[src/rtl/gpio_pad_pkg.sv]
package gpio_pad_pkg;
  typedef enum logic {
    SEL_PULL = 1'b0,
    SEL_ODRN = 1'b1
  } reg_sel_e;

  localparam logic [2:0] MODE_NO_ADDR = 3'd7;
endpackage

[src/rtl/gpio_cfg_reg.sv]
module gpio_cfg_reg #(
  parameter int W          = 4,
  parameter bit CLR_ON_MAN = 1'b1
) (
  input  logic         clk,
  input  logic         hard_clr,
  input  logic         man_rst,
  input  logic         sw_stby,
  input  logic         wr_en,
  input  logic [W-1:0] wdata,
  output logic [W-1:0] q
);
  generate
    if (CLR_ON_MAN) begin : g_man_clear
      always_ff @(posedge clk) begin
        if (hard_clr || man_rst) q <= '0;
        else if (wr_en && !sw_stby) q <= wdata;
      end
    end else begin : g_man_hold
      always_ff @(posedge clk) begin
        if (hard_clr) q <= '0;
        else if (wr_en && !sw_stby && !man_rst) q <= wdata;
      end
    end
  endgenerate
endmodule

[src/rtl/gpio_pin_gate.sv]
module gpio_pin_gate #(
  parameter int PIN_W = 4
) (
  input  logic             clk,
  input  logic             hard_clr,
  input  logic             no_addr_mode,
  input  logic [PIN_W-1:0] pu_q,
  input  logic [PIN_W-1:0] od_q,
  input  logic [PIN_W-1:0] pin_dir,
  input  logic [PIN_W-1:0] ser_input,
  input  logic [PIN_W-1:0] addr_out,
  output logic [PIN_W-1:0] pu_en,
  output logic [PIN_W-1:0] od_en
);
  genvar i;
  generate
    for (i = 0; i < PIN_W; i++) begin : g_pin
      logic is_input;
      always_comb
        is_input = !pin_dir[i] && ser_input[i] && (no_addr_mode || !addr_out[i]);
      always_ff @(posedge clk) begin
        if (hard_clr) begin
          pu_en[i] <= 1'b0;
          od_en[i] <= 1'b0;
        end else begin
          pu_en[i] <= pu_q[i] && is_input;
          od_en[i] <= od_q[i] && !addr_out[i];
        end
      end
    end
  endgenerate
endmodule

[src/rtl/gpio_rd_port.sv]
module gpio_rd_port
  import gpio_pad_pkg::*;
#(
  parameter int PIN_W = 4,
  parameter int BUS_W = 8
) (
  input  logic             clk,
  input  logic             hard_clr,
  input  logic             rd_en,
  input  reg_sel_e         sel,
  input  logic [PIN_W-1:0] pu_q,
  input  logic [PIN_W-1:0] od_q,
  output logic [BUS_W-1:0] rdata
);
  localparam int PAD_W = BUS_W - PIN_W;
  logic [PIN_W-1:0] pick;

  always_comb pick = (sel == SEL_ODRN) ? od_q : pu_q;

  always_ff @(posedge clk) begin
    if (hard_clr) rdata <= '0;
    else if (rd_en) rdata <= {{PAD_W{1'b0}}, pick};
  end
endmodule

[src/rtl/gpio_pad_ctrl.sv]
module gpio_pad_ctrl
  import gpio_pad_pkg::*;
#(
  parameter int PIN_W  = 4,
  parameter int BUS_W  = 8,
  parameter int MODE_W = 3
) (
  input  logic              clk,
  input  logic              por_rst,
  input  logic              man_rst,
  input  logic              hw_stby,
  input  logic              sw_stby,
  input  logic [MODE_W-1:0] op_mode,
  input  logic [PIN_W-1:0]  pin_dir,
  input  logic [PIN_W-1:0]  ser_input,
  input  logic [PIN_W-1:0]  addr_out,
  input  logic              bus_wr,
  input  logic              bus_rd,
  input  logic              bus_sel,
  input  logic [BUS_W-1:0]  bus_wdata,
  output logic [BUS_W-1:0]  bus_rdata,
  output logic [PIN_W-1:0]  pu_en,
  output logic [PIN_W-1:0]  od_en
);
  logic             hard_clr;
  logic             no_addr_mode;
  logic [PIN_W-1:0] pu_q;
  logic [PIN_W-1:0] od_q;
  logic             unused_hi;
  reg_sel_e         sel;

  assign hard_clr     = por_rst || hw_stby;
  assign no_addr_mode = (op_mode == MODE_W'(MODE_NO_ADDR));
  assign sel          = reg_sel_e'(bus_sel);
  assign unused_hi    = ^bus_wdata[BUS_W-1:PIN_W];

  gpio_cfg_reg #(.W(PIN_W), .CLR_ON_MAN(1'b1)) u_pull_reg (
    .clk(clk), .hard_clr(hard_clr), .man_rst(man_rst), .sw_stby(sw_stby),
    .wr_en(bus_wr && sel == SEL_PULL), .wdata(bus_wdata[PIN_W-1:0]), .q(pu_q)
  );

  gpio_cfg_reg #(.W(PIN_W), .CLR_ON_MAN(1'b0)) u_odrn_reg (
    .clk(clk), .hard_clr(hard_clr), .man_rst(man_rst), .sw_stby(sw_stby),
    .wr_en(bus_wr && sel == SEL_ODRN), .wdata(bus_wdata[PIN_W-1:0]), .q(od_q)
  );

  gpio_pin_gate #(.PIN_W(PIN_W)) u_gate (
    .clk(clk), .hard_clr(hard_clr), .no_addr_mode(no_addr_mode),
    .pu_q(pu_q), .od_q(od_q), .pin_dir(pin_dir), .ser_input(ser_input),
    .addr_out(addr_out), .pu_en(pu_en), .od_en(od_en)
  );

  gpio_rd_port #(.PIN_W(PIN_W), .BUS_W(BUS_W)) u_rd (
    .clk(clk), .hard_clr(hard_clr), .rd_en(bus_rd), .sel(sel),
    .pu_q(pu_q), .od_q(od_q), .rdata(bus_rdata)
  );
endmodule

[config.mk]
export PLATFORM = sky130hd
export DESIGN_NAME = gpio_pad_ctrl
export DESIGN_NICKNAME = d
export VERILOG_FILES = /design/src/rtl/gpio_pad_pkg.sv /design/src/rtl/gpio_cfg_reg.sv /design/src/rtl/gpio_pin_gate.sv /design/src/rtl/gpio_rd_port.sv /design/src/rtl/gpio_pad_ctrl.sv
export SDC_FILE = /design/constraint.sdc
export NUM_CORES = 1
export LEC_CHECK = 0
export BUFFER_PORTS_ARGS = -buffer_cell sky130_fd_sc_hd__buf_2
export CAP_MARGIN = 5
export CORE_ASPECT_RATIO = 1.25
export CORE_UTILIZATION = 32
export DETAILED_ROUTE_END_ITERATION = 7
export PLACE_DENSITY = 0.62
export SYNTH_ARGS = -nofsm -noshare
export SYNTH_HDL_FRONTEND = slang
export SYNTH_SLANG_ARGS = --single-unit
[constraint.sdc]
create_clock -name clk -period 2 [get_ports clk]
set_input_delay 0.1 -clock clk [delete_from_list [all_inputs] [get_ports clk]]
set_output_delay 0.1 -clock clk [all_outputs]
set_load 0.03 [all_outputs]
==> results of run 1 <==
==> cell usage in the layout, fill, tap and decap left out, drive strengths merged, types with 4 or more instances in the layout <==
master        n
conb          4
buf          38
nor3b        13
a211oi        8
dfxtp        20
mux2i         4
nand3b        4
dlygate4sd3   4
mux2          8
nor2          4
nor4b         8
==> worst register-to-register path, cell delays in order (launching register included) <==
cell     delay [ps]
dfxtp_1         400
nor4b_1         250
mux2_2          190
==> per-stage QoR <==
step	hold slack (ps)	cells
floorplan	170	88
global placement	300	150
detailed placement	302	150
CTS	33.8	158
global route	47.7	158
finish	42.8	158
==> layout make-up <==
type | instances | area [um^2]
clock buffers | 3 | 22.5
clock inverters | 1 | 30.0
fillers | 294 | 1720
multi-input cells | 56 | 524
flip-flops and latches | 20 | 400
well taps | 36 | 45.0
repair buffers | 42 | 230
==> registers in the layout (all words and copies together) (netlist names) <==
register and cells:
u_rd.rdata 4, u_gate.pu_en 4, u_gate.od_en 4, u_pull_reg.q 4
u_odrn_reg.q 4
==> power breakdown <==
group / switching (W) / leakage [nW] / internal [W]
clock network: 0.000129 / 0.0279 / 0.000203
logic: 0.0000587 / 0.317 / 0.0000434
registers: 0.00000209 / 0.161 / 0.000402
==> cells by family after synthesis <==
kind of cell,after synthesis,synth area share (%)
buffers and inverters,12,9.76
other,1,0.370
flip-flops,20,39.6
AND/OR/NAND/NOR,32,26.1
multiplexers,12,14.3
AO/OA/AOI/OAI,8,9.89
==> metal layers <==
metal	wire (um)	GRT usage, %
met1	898	13.6
met2	972	22.6
met3	130	1.64
met4	51	7.89
met5	0	0
==> how the worst min path moves through the flow <==
stage,startpoint,end,depth (start not counted)
3_5_place_dp,addr_out[0],u_gate.od_en[0]$_SDFF_PP0_,2
6_report,pin_dir[1],u_gate.pu_en[1]$_SDFF_PP0_,3
3_3_place_gp,addr_out[2],u_gate.od_en[2]$_SDFF_PP0_,2
4_1_cts,pin_dir[1],u_gate.pu_en[1]$_SDFF_PP0_,3
2_1_floorplan,addr_out[0],u_gate.od_en[0]$_SDFF_PP0_,1
5_1_grt,ser_input[2],u_gate.pu_en[2]$_SDFF_PP0_,3
==> results by group, run 1 <==
CTS
  • Clk sinks: 20
  • CTS tree: done
  • Clk buf depth: 2
  • CTS resizes: 0
  • Hold-fix buffers, CTS: 4
  • Worst-Skew Late Latency: 310 ps
  • Root buffer cell: clkbuf_4
  • Setup repair bufs after CTS: 0
  • Num CTS Buffers: 3
  • Clk slew on worst S/H paths: 120 ps
  • H-tree depth: 1

STA
  • Achievable Freq: 1.06 GHz
  • Final hold violation count: 0
  • Slew Viols, Final: 0
  • Final worst path period share: 47.2%
  • Endpoints failing setup: 0
  • Post-Route Setup TNS: 0 ps
  • Unrepaired setup endpoints after global routing: no
  • Clock Skews: 14.8 ps
  • Minimum clock period: roughly 940 ps
  • PnR worst setup slack: 1060 ps

Yosys
  • Synth Cell Area: between 0.001 and 0.0015 mm^2
  • Synth Instances: 85
  • Top cells by area, synth: dfxtp_1 40%, a211oi_2 9.9%, nor3b_1 7.4%, nor4b_1 6.9%, mux2_4 5.9%
  • Top-area cell type share of the netlist area: about two fifths
  • Synth cell types: 20
  • Synth Flop Type: dfxtp_1
  • Async SR Flop Fraction: 0%
  • EDFF count, synth: 0
  • Yosys reg bits: 20
  • Syn avg cell area: 11.9 um^2
  • Seq/Total Area, Yosys: between 30 and 40%
  • Synth Warn #: 0
  • Post-synth top area cell: dfxtp_1
  • Commonest cells post-synth: 20 x dfxtp_1, 10 x nor3b_1, 8 x a211oi_2, 8 x nor4b_1, 5 x buf_4
  • Top-count cell post-synth: dfxtp_1

Setup path
  • Critical Path Start Type: flop
  • Critical Path Start: u_rd.rdata[1]$_SDFFE_PP0P_
  • Reg2Reg Depth: 2
  • Crit path capture: bus_rdata[1]
  • Crit Reg-Reg Startpoint: u_pull_reg.q[2]$_SDFFE_PP0P_
  • Worst path cell trace: buf_2
  • WP data required: around 1900 ps
  • RR Endpoint: u_pull_reg.q[2]$_SDFFE_PP0P_
  • Crit. path cell count: 1
  • Crit path max-delay family: flip-flops
  • Crit. End Element: primary output
  • Arrival time at the worst endpoint: between 800 and 900 ps
  • CP max FO: 2
  • Slowest stage cell, crit path: dfxtp_1
  • R2r setup slk: 1110 ps
  • Critical path class: flop to primary output
  • Crit path buffers/inverters: 1
  • CP peak stage delay: 340 ps

Power and ir drop
  • Total power: ~0.00084 W
  • Lkg Pwr: 0.506 nW
  • Maximum vdd drop: 312 uV
  • PwrDens: 669 mW/mm^2

Global route
  • Vias in the first global route: 726
  • First-pass GRT wire length: 3.11 mm
  • Gr ovfl total: 0
  • Initial antenna violation count: 0
  • Largest net degree at the start of global routing: 18
  • GRT Util Overall: 12.7%

Layout
  • Util after Layout: 42.1%
  • N_diodes: 0
  • Fraction of layout cells with a size suffix above 1: 51.6%
  • Final Cell Area: 0.00125 mm^2
  • Nets: approximately 150
  • Layout area overhead: 23.7%

Drt
  • Vias: 749
  • Detailed Route WL: 2.05 mm
  • Initial DRT Pass Iterations: 4
  • Via density: ~4.7
  • DRC Markers: 0
  • Post-route ant nets: 0
  • DR WL/cell: 13.0 um
  • Violation count after the first detailed-routing iteration: 18

Place
  • Area post-placement: approximately 0.0012 mm^2
  • Place WS: around 920 ps
  • I/O Buffers: 38
  • Routability cong.: 0.697

Flow run
  • Max Cap Viol: 0

Floorplanning
  • Die Area: 0.00339 mm^2
  • Initial Util: 34.0%
  • Core Box Area: 0.00297 mm^2
  • IO Pins: 47
  • Cell Rows: 22
  • Die height: roughly 65 um
  • Die extent in x: 52.3 um

Min path
  • HP Class: primary input to flop

Run status
  • Status: finished, final reports clean
Note: power is estimated with default switching activity, not from simulation.
==> run 2: changes to the inputs <==
PLACE_DENSITY = 0.65   (was 0.62)
clock period = 0.8 ns   (was 2 ns; I/O delays follow)
==> results by group, run 2 (synthesis gave the netlist of run 1 again) <==
Setup path
  • Crit path max-delay family: flip-flops
  • Crit path buffers/inverters: 0
  • Critical path class: flop to flop
  • Critical Path Start Type: flop
  • Slowest stage cell, crit path: dfxtp_2
  • Arrival time at the worst endpoint: 1050 ps
  • WP data required: 980 ps
  • Crit. End Element: flop
  • Worst path cell trace: nor3b_1 > mux2_4
  • CP max FO: 3
  • CP peak stage delay: 350 ps

Layout
  • N_diodes: 0
  • Fraction of layout cells with a size suffix above 1: approximately 74%
  • Layout area overhead: 52.4%
  • Most common cell after layout, fill and taps aside: buf_2
  • Most frequent cells in the layout: 26 x buf_2, 20 x dfxtp_2, 13 x buf_6, 12 x buf_4, 9 x nor3b_1
  • Util after Layout: 51.9%
  • Nets: 171

Power and ir drop
  • Switching share of power: 26.2%
  • Reg power frac: 56.0%
  • Maximum vdd drop: 834 uV
  • Comb pwr share: 18.1%
  • Internal power of the cells: approximately 0.0013 W
  • PwrDens: around 1200 mW/mm^2
  • Sw Pwr: 0.000474 W
  • Clock share of power: between 20% and 30%
  • Lkg Pwr: 0.605 nW

STA
  • Minimum clock period: 865 ps
  • Achievable Freq: about 1.2 GHz
  • Clock Skews: just over 8 ps
  • Slew Viols, Final: 0
  • Unrepaired setup endpoints after global routing: yes
  • Hold slack: roughly 4.7 ps
  • Endpoints failing setup: 13
  • Final worst path period share: 108%
  • Final hold violation count: 0
  • PnR worst setup slack: -65.5 ps

CTS
  • Num CTS Buffers: 3
  • Clk sinks: 20
  • Clk buf depth: 2
  • Root buffer cell: clkbuf_4
  • Worst-Skew Late Latency: 290 ps
  • H-tree depth: 1
  • CTS tree: done
  • Clk slew on worst S/H paths: 100 ps

Run status
  • Status: finished with violations
  • Violated checks: negative setup slack

Drt
  • Via density: roughly 4.7
  • Initial DRT Pass Iterations: 2
  • DR WL/cell: 13.2 um
  • Detailed Route WL: 2.29 mm
  • Violation count after the first detailed-routing iteration: 17
  • Vias: 820
  • Post-route ant nets: 0
  • DRC Markers: 0

Floorplanning
  • Die height: approximately 65 um
  • Initial Util: 34.0%
  • Core Box Area: 0.00297 mm^2
  • IO Pins: 47
  • Die extent in x: roughly 52 um
  • Cell Rows: 22
  • Die Area: 0.00339 mm^2

Min path
  • HP Class: primary input to flop

Global route
  • First-pass GRT wire length: 3.58 mm
  • GRT Util Overall: 13.8%
  • Initial antenna violation count: 0
  • Gr ovfl total: 0
  • Vias in the first global route: 847
  • Largest net degree at the start of global routing: 18

Place
  • Dpl hpwl: 1.64 mm
  • I/O Buffers: 38
  • Routability cong.: 0.697

Flow run
  • Max Cap Viol: 0
-- run 2: cell types whose count changed in the layout (fill, tap and decap cells not counted), moves of 2 or more --
cell           before  now
nor4b_4             0    3
mux2_2              4    0
buf_2              38   26
buf_4               0   12
mux2i_1             4    2
dlygate4sd3_1       4    8
mux2_4              4    8
nor4b_1             8    4
mux2i_2             0    2
buf_6               0   13
dfxtp_1            20    0
dfxtp_2             0   20
-- run 2: path summary, 6_finish.rpt --
check                               startpoint                           end  slack [ps]  depth (start not counted)
hold reg to reg   u_odrn_reg.q[0]$_SDFFE_PP0P_    u_gate.od_en[0]$_SDFF_PP0_         510                          1
setup / recovery  u_odrn_reg.q[3]$_SDFFE_PP0P_  u_odrn_reg.q[3]$_SDFFE_PP0P_         -70                          2
hold / removal                      pin_dir[0]    u_gate.pu_en[0]$_SDFF_PP0_           5                          3
setup reg to reg  u_odrn_reg.q[3]$_SDFFE_PP0P_  u_odrn_reg.q[3]$_SDFFE_PP0P_         -70                          2
-- run 2: timing repair --
item / 4_1_cts / 5_1_grt
buffers inserted: 2 / 2
gates resized for setup: 42 / 12
endpoints found under the hold margin: 8 / 0
pin swaps: 4 / 5
setup endpoints to repair: 24 / 24
hold buffers: 8 / 0
-- run 2: worst reg2reg max path: stages (launching register included) --
cell and delay [ps]:
dfxtp_2 350, nor3b_1 140, mux2_4 280
-- run 2: layout make-up --
cell class	instances	area [um^2]
fill	254	1430
multi-input combinational	56	603
timing repair buffer	59	447
sequential	20	425
tap	36	45.0
clock buffer	3	22.5
-- run 2: power groups by stage --
stage	clock network [W]	logic, W	registers (W)
4_1_cts	0.000477	0.000307	0.00101
3_5_place_dp	0	0.000263	0.00103
5_1_grt	0.000520	0.000349	0.00101
3_3_place_gp	0	0.000256	0.00103
2_1_floorplan	0	0.000183	0.00105
6_report	0.000470	0.000327	0.00101
-- run 2: per-stage QoR --
step | cells | total power (W) | setup TNS, ps | setup slack [ps] | cell area [um^2]
after floorplan | 88 | 0.00123 | -707 | -102 | 1040
after global placement | 159 | 0.00129 | -1300 | -157 | 1240
after detailed placement | 159 | 0.00130 | -1690 | -184 | 1240
after global routing | 174 | 0.00188 | -980 | -84.1 | 1540
after CTS | 172 | 0.00180 | -409 | -54.8 | 1460
final | 174 | 0.00181 | -430 | -65.5 | 1540
-- run 2: layer usage --
metal	GRT usage (%)	up-vias	routed length, um
li1	-	410	-
met5	0	-	0
met1	14.1	387	891
met3	1.88	2	69
met4	3.95	0	16
met2	27.4	21	1310
==> run 3: changes to the inputs <==
CTS_CLUSTER_DIAMETER = 50   (was default)
RECOVER_POWER = 50   (was default)
==> results by group, run 3 (synthesis gave the netlist of run 1 again) <==
STA
  • Minimum clock period: 865 ps
  • Endpoints failing setup: 13
  • PnR worst setup slack: -65.5 ps
  • Post-Route Setup TNS: -430 ps
  • Final worst path period share: 108%
  • Slew Viols, Final: 0
  • Achievable Freq: ~1.2 GHz
  • Unrepaired setup endpoints after global routing: yes
  • Clock Skews: roughly 8.2 ps
  • Hold slack: approximately 4.7 ps
  • Final hold violation count: 0

Global route
  • First-pass GRT wire length: approximately 3.6 mm
  • GR peak layer: met2
  • Met3 Resource Use GR: under 10%
  • GRT Util Overall: 13.8%
  • Met1 Use GR: roughly 14%
  • Met2 GRT Util: between 20% and 30%
  • Gr ovfl total: 0
  • Vias in the first global route: 847
  • Largest net degree at the start of global routing: 18
  • Initial antenna violation count: 0

Flow run
  • Max Cap Viol: 0

Drt
  • Initial DRT Pass Iterations: 2
  • Vias: about 800
  • DR WL/cell: 13.2 um
  • Detailed Route WL: 2.29 mm
  • DRC Markers: 0
  • Via density: 4.71
  • Post-route ant nets: 0
  • Violation count after the first detailed-routing iteration: 17

CTS
  • Clk slew on worst S/H paths: 100 ps
  • Clk buf depth: 2
  • H-tree depth: 1
  • Root buffer cell: clkbuf_4
  • Clk sinks: 20
  • Num CTS Buffers: 3
  • CTS tree: done
  • Worst-Skew Late Latency: just under 300 ps

Floorplanning
  • Die extent in x: 52.3 um
  • Core Box Area: 0.00297 mm^2
  • Initial Util: roughly 34%
  • IO Pins: 47
  • Die height: 64.9 um
  • Die Area: 0.00339 mm^2
  • Cell Rows: 22

Power and ir drop
  • PwrDens: around 1200 mW/mm^2
  • Total power: 0.00181 W
  • Maximum vdd drop: 834 uV
  • Lkg Pwr: 0.603 nW

Place
  • I/O Buffers: 38
  • Routability cong.: 0.697
  • Area post-placement: about 0.0012 mm^2
  • Dpl hpwl: 1.64 mm
  • Place WS: -184 ps

Setup path
  • CP max FO: 3
  • Arrival time at the worst endpoint: 1050 ps
  • WP data required: just under 1000 ps
  • Reg2Reg Depth: 2
  • Crit. End Element: flop
  • Critical Path Start Type: flop
  • Slowest stage cell, crit path: dfxtp_2
  • Crit Reg-Reg Startpoint: u_odrn_reg.q[3]$_SDFFE_PP0P_
  • RR Endpoint: u_odrn_reg.q[3]$_SDFFE_PP0P_
  • Critical Path Start: u_odrn_reg.q[3]$_SDFFE_PP0P_
  • Critical path class: flop to flop
  • CP peak stage delay: 350 ps
  • R2r setup slk: -70 ps
  • Worst path cell trace: nor3b_1 > mux2_4

Layout
  • Final Cell Area: 0.00154 mm^2
  • # fillers: ~260
  • Most frequent cells in the layout: 25 x buf_2, 20 x dfxtp_2, 13 x buf_6, 12 x buf_4, 9 x nor3b_1
  • Most common cell after layout, fill and taps aside: buf_2
  • Layout area overhead: 52.3%
  • Nets: 171
  • Fraction of layout cells with a size suffix above 1: 73.2%
  • N_diodes: 0

Run status
  • Status: finished with violations
  • Violated checks: negative setup slack

Min path
  • Min-Delay Path Depth: 3
  • Hold path startpoint: pin_dir[0]
  • Worst hold endpoint: u_gate.pu_en[0]$_SDFF_PP0_
  • HP Class: primary input to flop
run 3: worst max path at each step:
stage	to	slack, ps
after detailed placement	u_odrn_reg.q[2]$_SDFFE_PP0P_	-180
after floorplan	u_odrn_reg.q[0]$_SDFFE_PP0P_	-100
after global routing	u_pull_reg.q[2]$_SDFFE_PP0P_	-80
after global placement	u_odrn_reg.q[2]$_SDFFE_PP0P_	-160
after CTS	u_odrn_reg.q[2]$_SDFFE_PP0P_	-50
final	u_odrn_reg.q[3]$_SDFFE_PP0P_	-70
run 3: critical path, delay by kind of cell (launching register included):
kind	cells	cell delay (ps)
flip-flops	1	350
AND/OR/NAND/NOR	1	140
multiplexers	1	280
run 3: layout make-up:
| cell class | instances | area [um^2] | share of cell area (%) |
|---|---|---|---|
| Multi-Input combinational cell | 56 | 603 | 39.1 |
| Clock buffer | 3 | 22.5 | 1.46 |
| Sequential cell | 20 | 425 | 27.6 |
| Timing Repair Buffer | 59 | 445 | 28.9 |
| Tap cell | 36 | 45.0 | 2.92 |
run 3: per-stage QoR:
stage	utilization (%)	instances
global route	51.9	174
detailed placement	41.6	159
finish	51.9	174
CTS	49.2	172
floorplan	-	88
global placement	41.6	159
run 3: metal layers:
metal	routed length, um	share of wire (%)
met1	890	39
met2	1320	57
met3	68	3.0
met4	16	0.70
met5	0	0
run 3: where the power goes:
part	total, W	internal (W)	switching, W
Combinational	0.000326	0.000153	0.000173
Sequential	0.00101	0.00101	0.00000644
Clock	0.000470	0.000175	0.000295
run 3: repair_timing:
action,4_1_cts,5_1_grt
endpoints found under the setup margin,24,24
setup buffers,2,2
hold endpoints to repair,8,0
pin swaps,4,5
hold buffers,8,0
gates resized for setup,42,12
